**config.mk**
```make
export PLATFORM = sky130hd
export DESIGN_NAME = stop_wake_ctrl
export DESIGN_NICKNAME = d
export VERILOG_FILES = /design/src/rtl/swk_pkg.sv /design/src/rtl/swk_cfg_regs.sv /design/src/rtl/swk_src_match.sv /design/src/rtl/swk_wake_seq.sv /design/src/rtl/stop_wake_ctrl.sv
export SDC_FILE = /design/constraint.sdc
export NUM_CORES = 1
export LEC_CHECK = 0
export BUFFER_PORTS_ARGS = -buffer_cell sky130_fd_sc_hd__buf_2
export CAP_MARGIN = 20
export CORE_MARGIN = 2
export CORE_UTILIZATION = 49
export CTS_CLUSTER_DIAMETER = 50
export DETAILED_ROUTE_END_ITERATION = 10
export PLACE_DENSITY = 0.77
export SETUP_SLACK_MARGIN = 0.15
export SLEW_MARGIN = 20
export SYNTH_ARGS = -nofsm -noshare
export SYNTH_HDL_FRONTEND = slang
export SYNTH_HIERARCHICAL = 1
export SYNTH_SLANG_ARGS = --single-unit
```
**constraint.sdc**
```tcl
create_clock -name clk -period 2.2 [get_ports clk]
set_clock_uncertainty 0.05 [all_clocks]
set_input_delay 0.44 -clock clk [delete_from_list [all_inputs] [get_ports clk]]
set_output_delay 0.44 -clock clk [all_outputs]
set_load 0.01 [all_outputs]
```
**src/rtl/swk_pkg.sv**
```systemverilog
package swk_pkg;

  localparam int PORT_W = 8;

  typedef struct packed {
    logic       lvl;    // wake level
    logic       dly;    // recovery delay enable
    logic [2:0] src;    // primary source code
    logic       full;   // full-rate system clock
    logic       div16;  // divide-by-16 enable
  } pri_cfg_t;

  localparam pri_cfg_t PRI_RST = '{lvl: 1'b0, dly: 1'b1, src: 3'd0, full: 1'b0, div16: 1'b0};

  typedef enum logic [2:0] {
    SRC_NONE    = 3'd0,
    SRC_P3B0    = 3'd1,
    SRC_P3B1    = 3'd2,
    SRC_P3B2    = 3'd3,
    SRC_P3B3    = 3'd4,
    SRC_P2B7    = 3'd5,
    SRC_NOR_LO  = 3'd6,
    SRC_NOR_ALL = 3'd7
  } pri_src_e;

  typedef enum logic [1:0] {
    AND_NONE = 2'd0,
    AND_LO   = 2'd1,
    AND_ALL  = 2'd2,
    AND_RSVD = 2'd3
  } sec_src_e;

  typedef enum logic [1:0] {
    WK_IDLE = 2'd0,
    WK_WAIT = 2'd1,
    WK_DONE = 2'd2
  } wk_state_e;

  function automatic logic pri_valid(input logic [2:0] src);
    return pri_src_e'(src) != SRC_NONE;
  endfunction

  function automatic logic pri_value(input logic [2:0] src,
                                     input logic [PORT_W-1:0] p2,
                                     input logic [PORT_W-1:0] p3);
    logic v;
    case (pri_src_e'(src))
      SRC_P3B0:    v = p3[0];
      SRC_P3B1:    v = p3[1];
      SRC_P3B2:    v = p3[2];
      SRC_P3B3:    v = p3[3];
      SRC_P2B7:    v = p2[PORT_W-1];
      SRC_NOR_LO:  v = ~|p2[PORT_W/2-1:0];
      SRC_NOR_ALL: v = ~|p2;
      default:     v = 1'b0;
    endcase
    return v;
  endfunction

  function automatic logic sec_valid(input logic [1:0] sel);
    return (sec_src_e'(sel) == AND_LO) || (sec_src_e'(sel) == AND_ALL);
  endfunction

  function automatic logic sec_value(input logic [1:0] sel,
                                     input logic [PORT_W-1:0] p2);
    return (sec_src_e'(sel) == AND_ALL) ? (&p2) : (&p2[PORT_W/2-1:0]);
  endfunction

endpackage

```
**src/rtl/swk_cfg_regs.sv**
```systemverilog
module swk_cfg_regs
  import swk_pkg::*;
(
  input  logic                clk,
  input  logic                rst_n,
  input  logic                wr_pri,
  input  logic                wr_sec,
  input  logic [PORT_W-1:0]   wr_data,
  input  logic                fire,
  output pri_cfg_t            pri_q,
  output logic [1:0]          sec_q,
  output logic                rec_flag
);

  logic unused_wr_msb;
  assign unused_wr_msb = wr_data[PORT_W-1];

  always_ff @(posedge clk or negedge rst_n) begin
    if (!rst_n) begin
      pri_q <= PRI_RST;
    end else begin
      if (wr_pri) pri_q <= pri_cfg_t'(wr_data[6:0]);
      if (fire)   pri_q.div16 <= 1'b0;
    end
  end

  always_ff @(posedge clk or negedge rst_n) begin
    if (!rst_n)      sec_q <= 2'b00;
    else if (wr_sec) sec_q <= wr_data[1:0];
  end

  always_ff @(posedge clk or negedge rst_n) begin
    if (!rst_n)    rec_flag <= 1'b0;
    else if (fire) rec_flag <= 1'b1;
  end


  div16_clear_chk: assert property (@(posedge clk) disable iff (!rst_n)
    fire |=> !pri_q.div16);


  flag_sticky_chk: assert property (@(posedge clk) disable iff (!rst_n)
    rec_flag |=> rec_flag);


  flag_on_fire_chk: assert property (@(posedge clk) disable iff (!rst_n)
    fire |=> rec_flag);

endmodule

```
**src/rtl/swk_src_match.sv**
```systemverilog
module swk_src_match
  import swk_pkg::*;
(
  input  pri_cfg_t            pri,
  input  logic [1:0]          sec_sel,
  input  logic [PORT_W-1:0]   p2,
  input  logic [PORT_W-1:0]   p3,
  input  logic                stop_act,
  output logic                pri_hit,
  output logic                sec_hit,
  output logic                match
);

  logic unused_p3_hi;
  assign unused_p3_hi = ^p3[PORT_W-1:4];

  always_comb begin
    pri_hit = pri_valid(pri.src) && (pri_value(pri.src, p2, p3) == pri.lvl);
    sec_hit = sec_valid(sec_sel) && (sec_value(sec_sel, p2) == pri.lvl);
    match   = stop_act && (pri_hit || sec_hit);
  end

endmodule

```
**src/rtl/swk_wake_seq.sv**
```systemverilog
module swk_wake_seq
  import swk_pkg::*;
#(
  parameter int SYNC_STAGES = 2,
  parameter int DLY_TICKS   = 16
) (
  input  logic clk,
  input  logic rst_n,
  input  logic match,
  input  logic stop_act,
  input  logic dly_en,
  input  logic tick_en,
  output logic synced,
  output logic fire,
  output logic wake
);

  localparam int CNT_W = $clog2(DLY_TICKS + 1);
  localparam logic [CNT_W-1:0] CNT_LAST = CNT_W'(DLY_TICKS - 1);

  logic [SYNC_STAGES-1:0] sync_q;
  wk_state_e              state_q;
  logic [CNT_W-1:0]       cnt_q;
  logic                   fire_now;
  logic                   fire_late;

  for (genvar g = 0; g < SYNC_STAGES; g++) begin : g_sync
    if (g == 0) begin : g_first
      always_ff @(posedge clk or negedge rst_n) begin
        if (!rst_n) sync_q[g] <= 1'b0;
        else        sync_q[g] <= match;
      end
    end else begin : g_next
      always_ff @(posedge clk or negedge rst_n) begin
        if (!rst_n) sync_q[g] <= 1'b0;
        else        sync_q[g] <= sync_q[g-1];
      end
    end
  end

  assign synced    = sync_q[SYNC_STAGES-1];
  assign fire_now  = (state_q == WK_IDLE) && synced && stop_act && !dly_en;
  assign fire_late = (state_q == WK_WAIT) && stop_act && tick_en && (cnt_q == CNT_LAST);
  assign fire      = fire_now || fire_late;

  always_ff @(posedge clk or negedge rst_n) begin
    if (!rst_n) begin
      state_q <= WK_IDLE;
      cnt_q   <= '0;
    end else begin
      case (state_q)
        WK_IDLE: begin
          cnt_q <= '0;
          if (synced && stop_act) state_q <= dly_en ? WK_WAIT : WK_DONE;
        end
        WK_WAIT: begin
          if (!stop_act) begin
            state_q <= WK_IDLE;
          end else if (tick_en) begin
            if (cnt_q == CNT_LAST) state_q <= WK_DONE;
            else                   cnt_q   <= cnt_q + 1'b1;
          end
        end
        WK_DONE: begin
          if (!stop_act) state_q <= WK_IDLE;
        end
        default: state_q <= WK_IDLE;
      endcase
    end
  end

  always_ff @(posedge clk or negedge rst_n) begin
    if (!rst_n) wake <= 1'b0;
    else        wake <= fire;
  end


  wake_one_cycle_chk: assert property (@(posedge clk) disable iff (!rst_n)
    wake |=> !wake);


  wake_needs_stop_chk: assert property (@(posedge clk) disable iff (!rst_n)
    wake |-> $past(stop_act));


  cnt_bound_chk: assert property (@(posedge clk) disable iff (!rst_n)
    cnt_q < CNT_W'(DLY_TICKS));


  done_quiet_chk: assert property (@(posedge clk) disable iff (!rst_n)
    (state_q == WK_DONE) |-> !fire);

endmodule

```
**src/rtl/stop_wake_ctrl.sv**
```systemverilog
module stop_wake_ctrl
  import swk_pkg::*;
#(
  parameter int SYNC_STAGES = 2,
  parameter int DLY_TICKS   = 16
) (
  input  logic         clk,
  input  logic         rst_n,
  input  logic         tick_en,
  input  logic         wr_pri,
  input  logic         wr_sec,
  input  logic [7:0]   wr_data,
  input  logic         stop_act,
  input  logic [7:0]   p2_in,
  input  logic [7:0]   p3_in,
  output logic         wake_o,
  output logic         rec_flag_o,
  output logic         div16_o,
  output logic         clk_full_o
);

  pri_cfg_t   pri_q;
  logic [1:0] sec_q;
  logic       pri_hit;
  logic       sec_hit;
  logic       match;
  logic       synced;
  logic       fire;

  swk_cfg_regs u_cfg (
    .clk      (clk),
    .rst_n    (rst_n),
    .wr_pri   (wr_pri),
    .wr_sec   (wr_sec),
    .wr_data  (wr_data),
    .fire     (fire),
    .pri_q    (pri_q),
    .sec_q    (sec_q),
    .rec_flag (rec_flag_o)
  );

  swk_src_match u_match (
    .pri      (pri_q),
    .sec_sel  (sec_q),
    .p2       (p2_in),
    .p3       (p3_in),
    .stop_act (stop_act),
    .pri_hit  (pri_hit),
    .sec_hit  (sec_hit),
    .match    (match)
  );

  swk_wake_seq #(
    .SYNC_STAGES (SYNC_STAGES),
    .DLY_TICKS   (DLY_TICKS)
  ) u_seq (
    .clk      (clk),
    .rst_n    (rst_n),
    .match    (match),
    .stop_act (stop_act),
    .dly_en   (pri_q.dly),
    .tick_en  (tick_en),
    .synced   (synced),
    .fire     (fire),
    .wake     (wake_o)
  );

  assign div16_o    = pri_q.div16;
  assign clk_full_o = pri_q.full;


  no_source_chk: assert property (@(posedge clk) disable iff (!rst_n)
    (!pri_valid(pri_q.src) && !sec_valid(sec_q)) |-> !match);


  idle_no_match_chk: assert property (@(posedge clk) disable iff (!rst_n)
    !stop_act |-> !(match && (pri_hit || sec_hit) && !stop_act));

endmodule

```
==> flow_summary.html <==
<table>
<tr><th>Metric</th><th>Value</th></tr>
<tr><th colspan="2">Power and ir drop</th></tr>
<tr><td>Overall power after layout</td><td>roughly 0.8 mW</td></tr>
<tr><td>Static Leak</td><td>0.5995 nW</td></tr>
<tr><td>Net switching power</td><td>between 0.2 and 0.25 mW</td></tr>
<tr><td>Gate power share</td><td>approximately 18%</td></tr>
<tr><td>Sequential Power Share</td><td>a little under three fifths</td></tr>
<tr><td>Share of power burned in the clock network</td><td>26.6%</td></tr>
<tr><td>Peak supply drop</td><td>roughly 0.00042 V</td></tr>
<tr><td>Net Sw Frac</td><td>around 27%</td></tr>
<tr><td>Power density of the placed cells</td><td>~640 nW/um2</td></tr>
<tr><td>Internal Dissipation</td><td>about 0.6 mW</td></tr>
<tr><th colspan="2">Clock network</th></tr>
<tr><td>Clock transition time at the flip-flop clock pins of the worst setup and hold paths</td><td>0.12 ns</td></tr>
<tr><td>Number of buffers added for setup after CTS</td><td>0</td></tr>
<tr><td>Clock latency on the worst-skew pair</td><td>approximately 0.3 ns</td></tr>
<tr><td>PostCTS Resize Cnt</td><td>0</td></tr>
<tr><td>Number of clock sinks seen by CTS</td><td>20</td></tr>
<tr><td>Buffer type at the clock tree root</td><td>sky130_fd_sc_hd__clkbuf_4</td></tr>
<tr><td>Maximum buffer depth of the clock tree</td><td>2</td></tr>
<tr><td>Hold buffer count at CTS</td><td>0</td></tr>
<tr><td>Clock tree from TritonCTS</td><td>built</td></tr>
<tr><td>Number of H-tree branching levels</td><td>1</td></tr>
<tr><td>Number of CTS-inserted buffers</td><td>3</td></tr>
<tr><th colspan="2">Worst setup path</th></tr>
<tr><td>Critical path origin</td><td>u_seq/cnt_q[0]$_DFFE_PN0P_</td></tr>
<tr><td>CP required</td><td>between 2 and 2.5 ns</td></tr>
<tr><td>Type of element launching the critical path</td><td>flip-flop</td></tr>
<tr><td>R2r startpoint</td><td>u_seq/cnt_q[0]$_DFFE_PN0P_</td></tr>
<tr><td>Worst reg-to-reg setup slack</td><td>about 0.26 ns</td></tr>
<tr><td>Data arrival time of the critical path</td><td>between 2 and 2.5 ns</td></tr>
<tr><td>Maximum fanout encountered on the critical timing path</td><td>10</td></tr>
<tr><td>Worst Setup End Kind</td><td>flip-flop</td></tr>
<tr><td>Start-to-end type of the worst setup path</td><td>flip-flop to flip-flop</td></tr>
<tr><th colspan="2">Drt</th></tr>
<tr><td>DRC violation count after routing</td><td>0</td></tr>
<tr><td>Wire length on met2</td><td>1005 um</td></tr>
<tr><td>Starting DRC count in detailed routing</td><td>7</td></tr>
<tr><td>Met1 Wirelength</td><td>around 960 um</td></tr>
<tr><td>DR vias</td><td>slightly above 800</td></tr>
<tr><td>Detailed Routing Iterations Pass 1</td><td>5</td></tr>
<tr><td>Via-to-Cell Ratio</td><td>between 5 and 6</td></tr>
<tr><td>Final WL</td><td>between 2000 and 2500 um</td></tr>
<tr><td>WL/cell</td><td>between 10 and 15 um</td></tr>
<tr><td>Highest signal layer in the routed design</td><td>met4</td></tr>
<tr><td>Remaining antenna violation count</td><td>0</td></tr>
<tr><td>Length of routed met3 wiring</td><td>around 80 um</td></tr>
<tr><th colspan="2">Cells and area</th></tr>
<tr><td>Number of nets in the layout</td><td>157</td></tr>
<tr><td>Share of post-route cells with drive strength above 1</td><td>38.21%</td></tr>
<tr><td>Commonest cells after routing, fill and taps aside</td><td>28 x sky130_fd_sc_hd__buf_2, 19 x sky130_fd_sc_hd__dfrtp_1, 9 x sky130_fd_sc_hd__nand2_1, 7 x sky130_fd_sc_hd__mux2_4, 6 x sky130_fd_sc_hd__nand3_1</td></tr>
<tr><td>Util after Layout</td><td>between 60% and 70%</td></tr>
<tr><td>Most common cell after layout, fill and taps aside</td><td>sky130_fd_sc_hd__buf_2</td></tr>
<tr><td>Area added between synthesis and finish</td><td>17.09%</td></tr>
<tr><td>Diodes inserted</td><td>0</td></tr>
<tr><th colspan="2">GRT</th></tr>
<tr><td>Wire length of the first global-routing pass</td><td>about 3500 um</td></tr>
<tr><td>Initial antenna violation count</td><td>0</td></tr>
<tr><td>Pin count of the biggest net entering global routing</td><td>21</td></tr>
<tr><td>Final global-route overflow total</td><td>0</td></tr>
<tr><td>Number of global-route vias before repair</td><td>823</td></tr>
<tr><td>Total GRT Usage</td><td>between 10% and 20%</td></tr>
<tr><th colspan="2">Synthesis</th></tr>
<tr><td>Total nets after synthesis</td><td>approximately 130</td></tr>
<tr><td>Netlist Area Pre-Place</td><td>around 1100 um2</td></tr>
<tr><td>YS warnings</td><td>6</td></tr>
<tr><td>Number of instances in the synthesized netlist</td><td>94</td></tr>
<tr><td>Mean post-synth cell area</td><td>approximately 11 um2</td></tr>
<tr><th colspan="2">Die</th></tr>
<tr><td>Area of the core</td><td>~2000 um2</td></tr>
<tr><td>Die height</td><td>between 50 and 60 um</td></tr>
<tr><td>Die Wd</td><td>50.86 um</td></tr>
<tr><td>Starting density of the core</td><td>a little over half</td></tr>
<tr><td>Cell row count</td><td>16</td></tr>
<tr><td>Die Outline Area</td><td>roughly 2600 um2</td></tr>
<tr><td>Boundary pin count</td><td>34</td></tr>
<tr><th colspan="2">Place</th></tr>
<tr><td>Port bufs</td><td>28</td></tr>
<tr><td>Setup Slack @ Placement</td><td>about 0.29 ns</td></tr>
<tr><td>Placer Congestion</td><td>about 0.8</td></tr>
<tr><td>Detailed-placement wirelength estimate</td><td>~1600 um</td></tr>
<tr><th colspan="2">Timing</th></tr>
<tr><td>Transition time of the tightest slew-check pin</td><td>between 0.4 and 0.5 ns</td></tr>
<tr><td>Final hold slack</td><td>~0.016 ns</td></tr>
<tr><td>Worst max-slew margin expressed relative to the limit</td><td>between 70 and 80%</td></tr>
<tr><td>Least setup slack across all paths after layout</td><td>roughly 0.26 ns</td></tr>
<tr><td>Highest clock frequency the design can meet</td><td>0.5147 GHz</td></tr>
<tr><td>Endpoints failing hold</td><td>0</td></tr>
<tr><td>Unrepaired setup endpoints after global routing</td><td>false</td></tr>
<tr><td>Crit path time final</td><td>approximately 2 ns</td></tr>
<tr><td>Final TNS setup</td><td>0 ns</td></tr>
<tr><td>Final count of pins violating max slew</td><td>0</td></tr>
<tr><td>Final clock period utilization by the worst path</td><td>between 80% and 90%</td></tr>
<tr><td>Final setup violation count</td><td>0</td></tr>
<tr><th colspan="2">Outcome</th></tr>
<tr><td>Outcome</td><td>finished clean</td></tr>
<tr><th colspan="2">Hold path</th></tr>
<tr><td>Hold Crit Class</td><td>primary input to asynchronous set/reset pin</td></tr>
<tr><th colspan="2">Flow run</th></tr>
<tr><td>Max cap viols</td><td>0</td></tr>
</table>
[critical path: stages, from the launching register on]
cell,delay [ns]
sky130_fd_sc_hd__dfrtp_1,0.44
sky130_fd_sc_hd__ha_1,0.22
sky130_fd_sc_hd__and3_1,0.18
sky130_fd_sc_hd__ha_1,0.21
sky130_fd_sc_hd__nand3b_4,0.22
sky130_fd_sc_hd__or4_1,0.48
sky130_fd_sc_hd__nand3_1,0.09
[power groups by stage]
stage / clock (mW) / combinational [mW] / sequential [mW]
after detailed placement: 0 / 0.146 / 0.447
after floorplan: 0 / 0.102 / 0.436
final: 0.214 / 0.147 / 0.441
after global routing: 0.238 / 0.161 / 0.448
after global placement: 0 / 0.141 / 0.445
after CTS: 0.221 / 0.146 / 0.441
[registers in the layout, indices dropped and copies added (netlist names)]
signal          flops
u_seq/cnt_q         5
u_seq/state_q       2
u_seq/wake          1
u_cfg/rec_flag      1
u_seq/sync_q        1
u_cfg/pri_q         7
u_cfg/sec_q         2
u_seq/synced        1
[through the flow]
step	std cells	area [um2]
floorplan	94	1076
detailed placement	146	1224
CTS	150	1260
finish	150	1260
global route	150	1260
global placement	146	1224
[path summary, 6_finish.rpt]
check                                             endpoint  depth (start not counted)
worst min register to register      u_seq/synced$_DFF_PN0_                          0
max in group asynchronous       u_cfg/pri_q[5]$_DFFE_PN1P_                          1
worst max register to register  u_seq/cnt_q[3]$_DFFE_PN0P_                          6
worst min-delay path            u_cfg/sec_q[1]$_DFFE_PN0P_                          1
worst max-delay path            u_seq/cnt_q[3]$_DFFE_PN0P_                          6
min in group clk                u_cfg/pri_q[6]$_DFFE_PN0P_                          2
[final cells by class]
type	instances	area (um2)
Timing Repair Buffer	28	140.1
Clock buffer	4	36.28
Sequential cell	20	501.7
Fill cell	166	762.0
Inverter	4	15.01
Multi-Input combinational cell	67	533.0
Tap cell	27	33.78
[per-layer routing]
layer,vias up,GRT usage (%)
met5,-,0
met4,0,8.108
met3,2,3.216
met2,16,32.24
met1,397,22.03
li1,407,-
(Power assumes the default switching activity.)
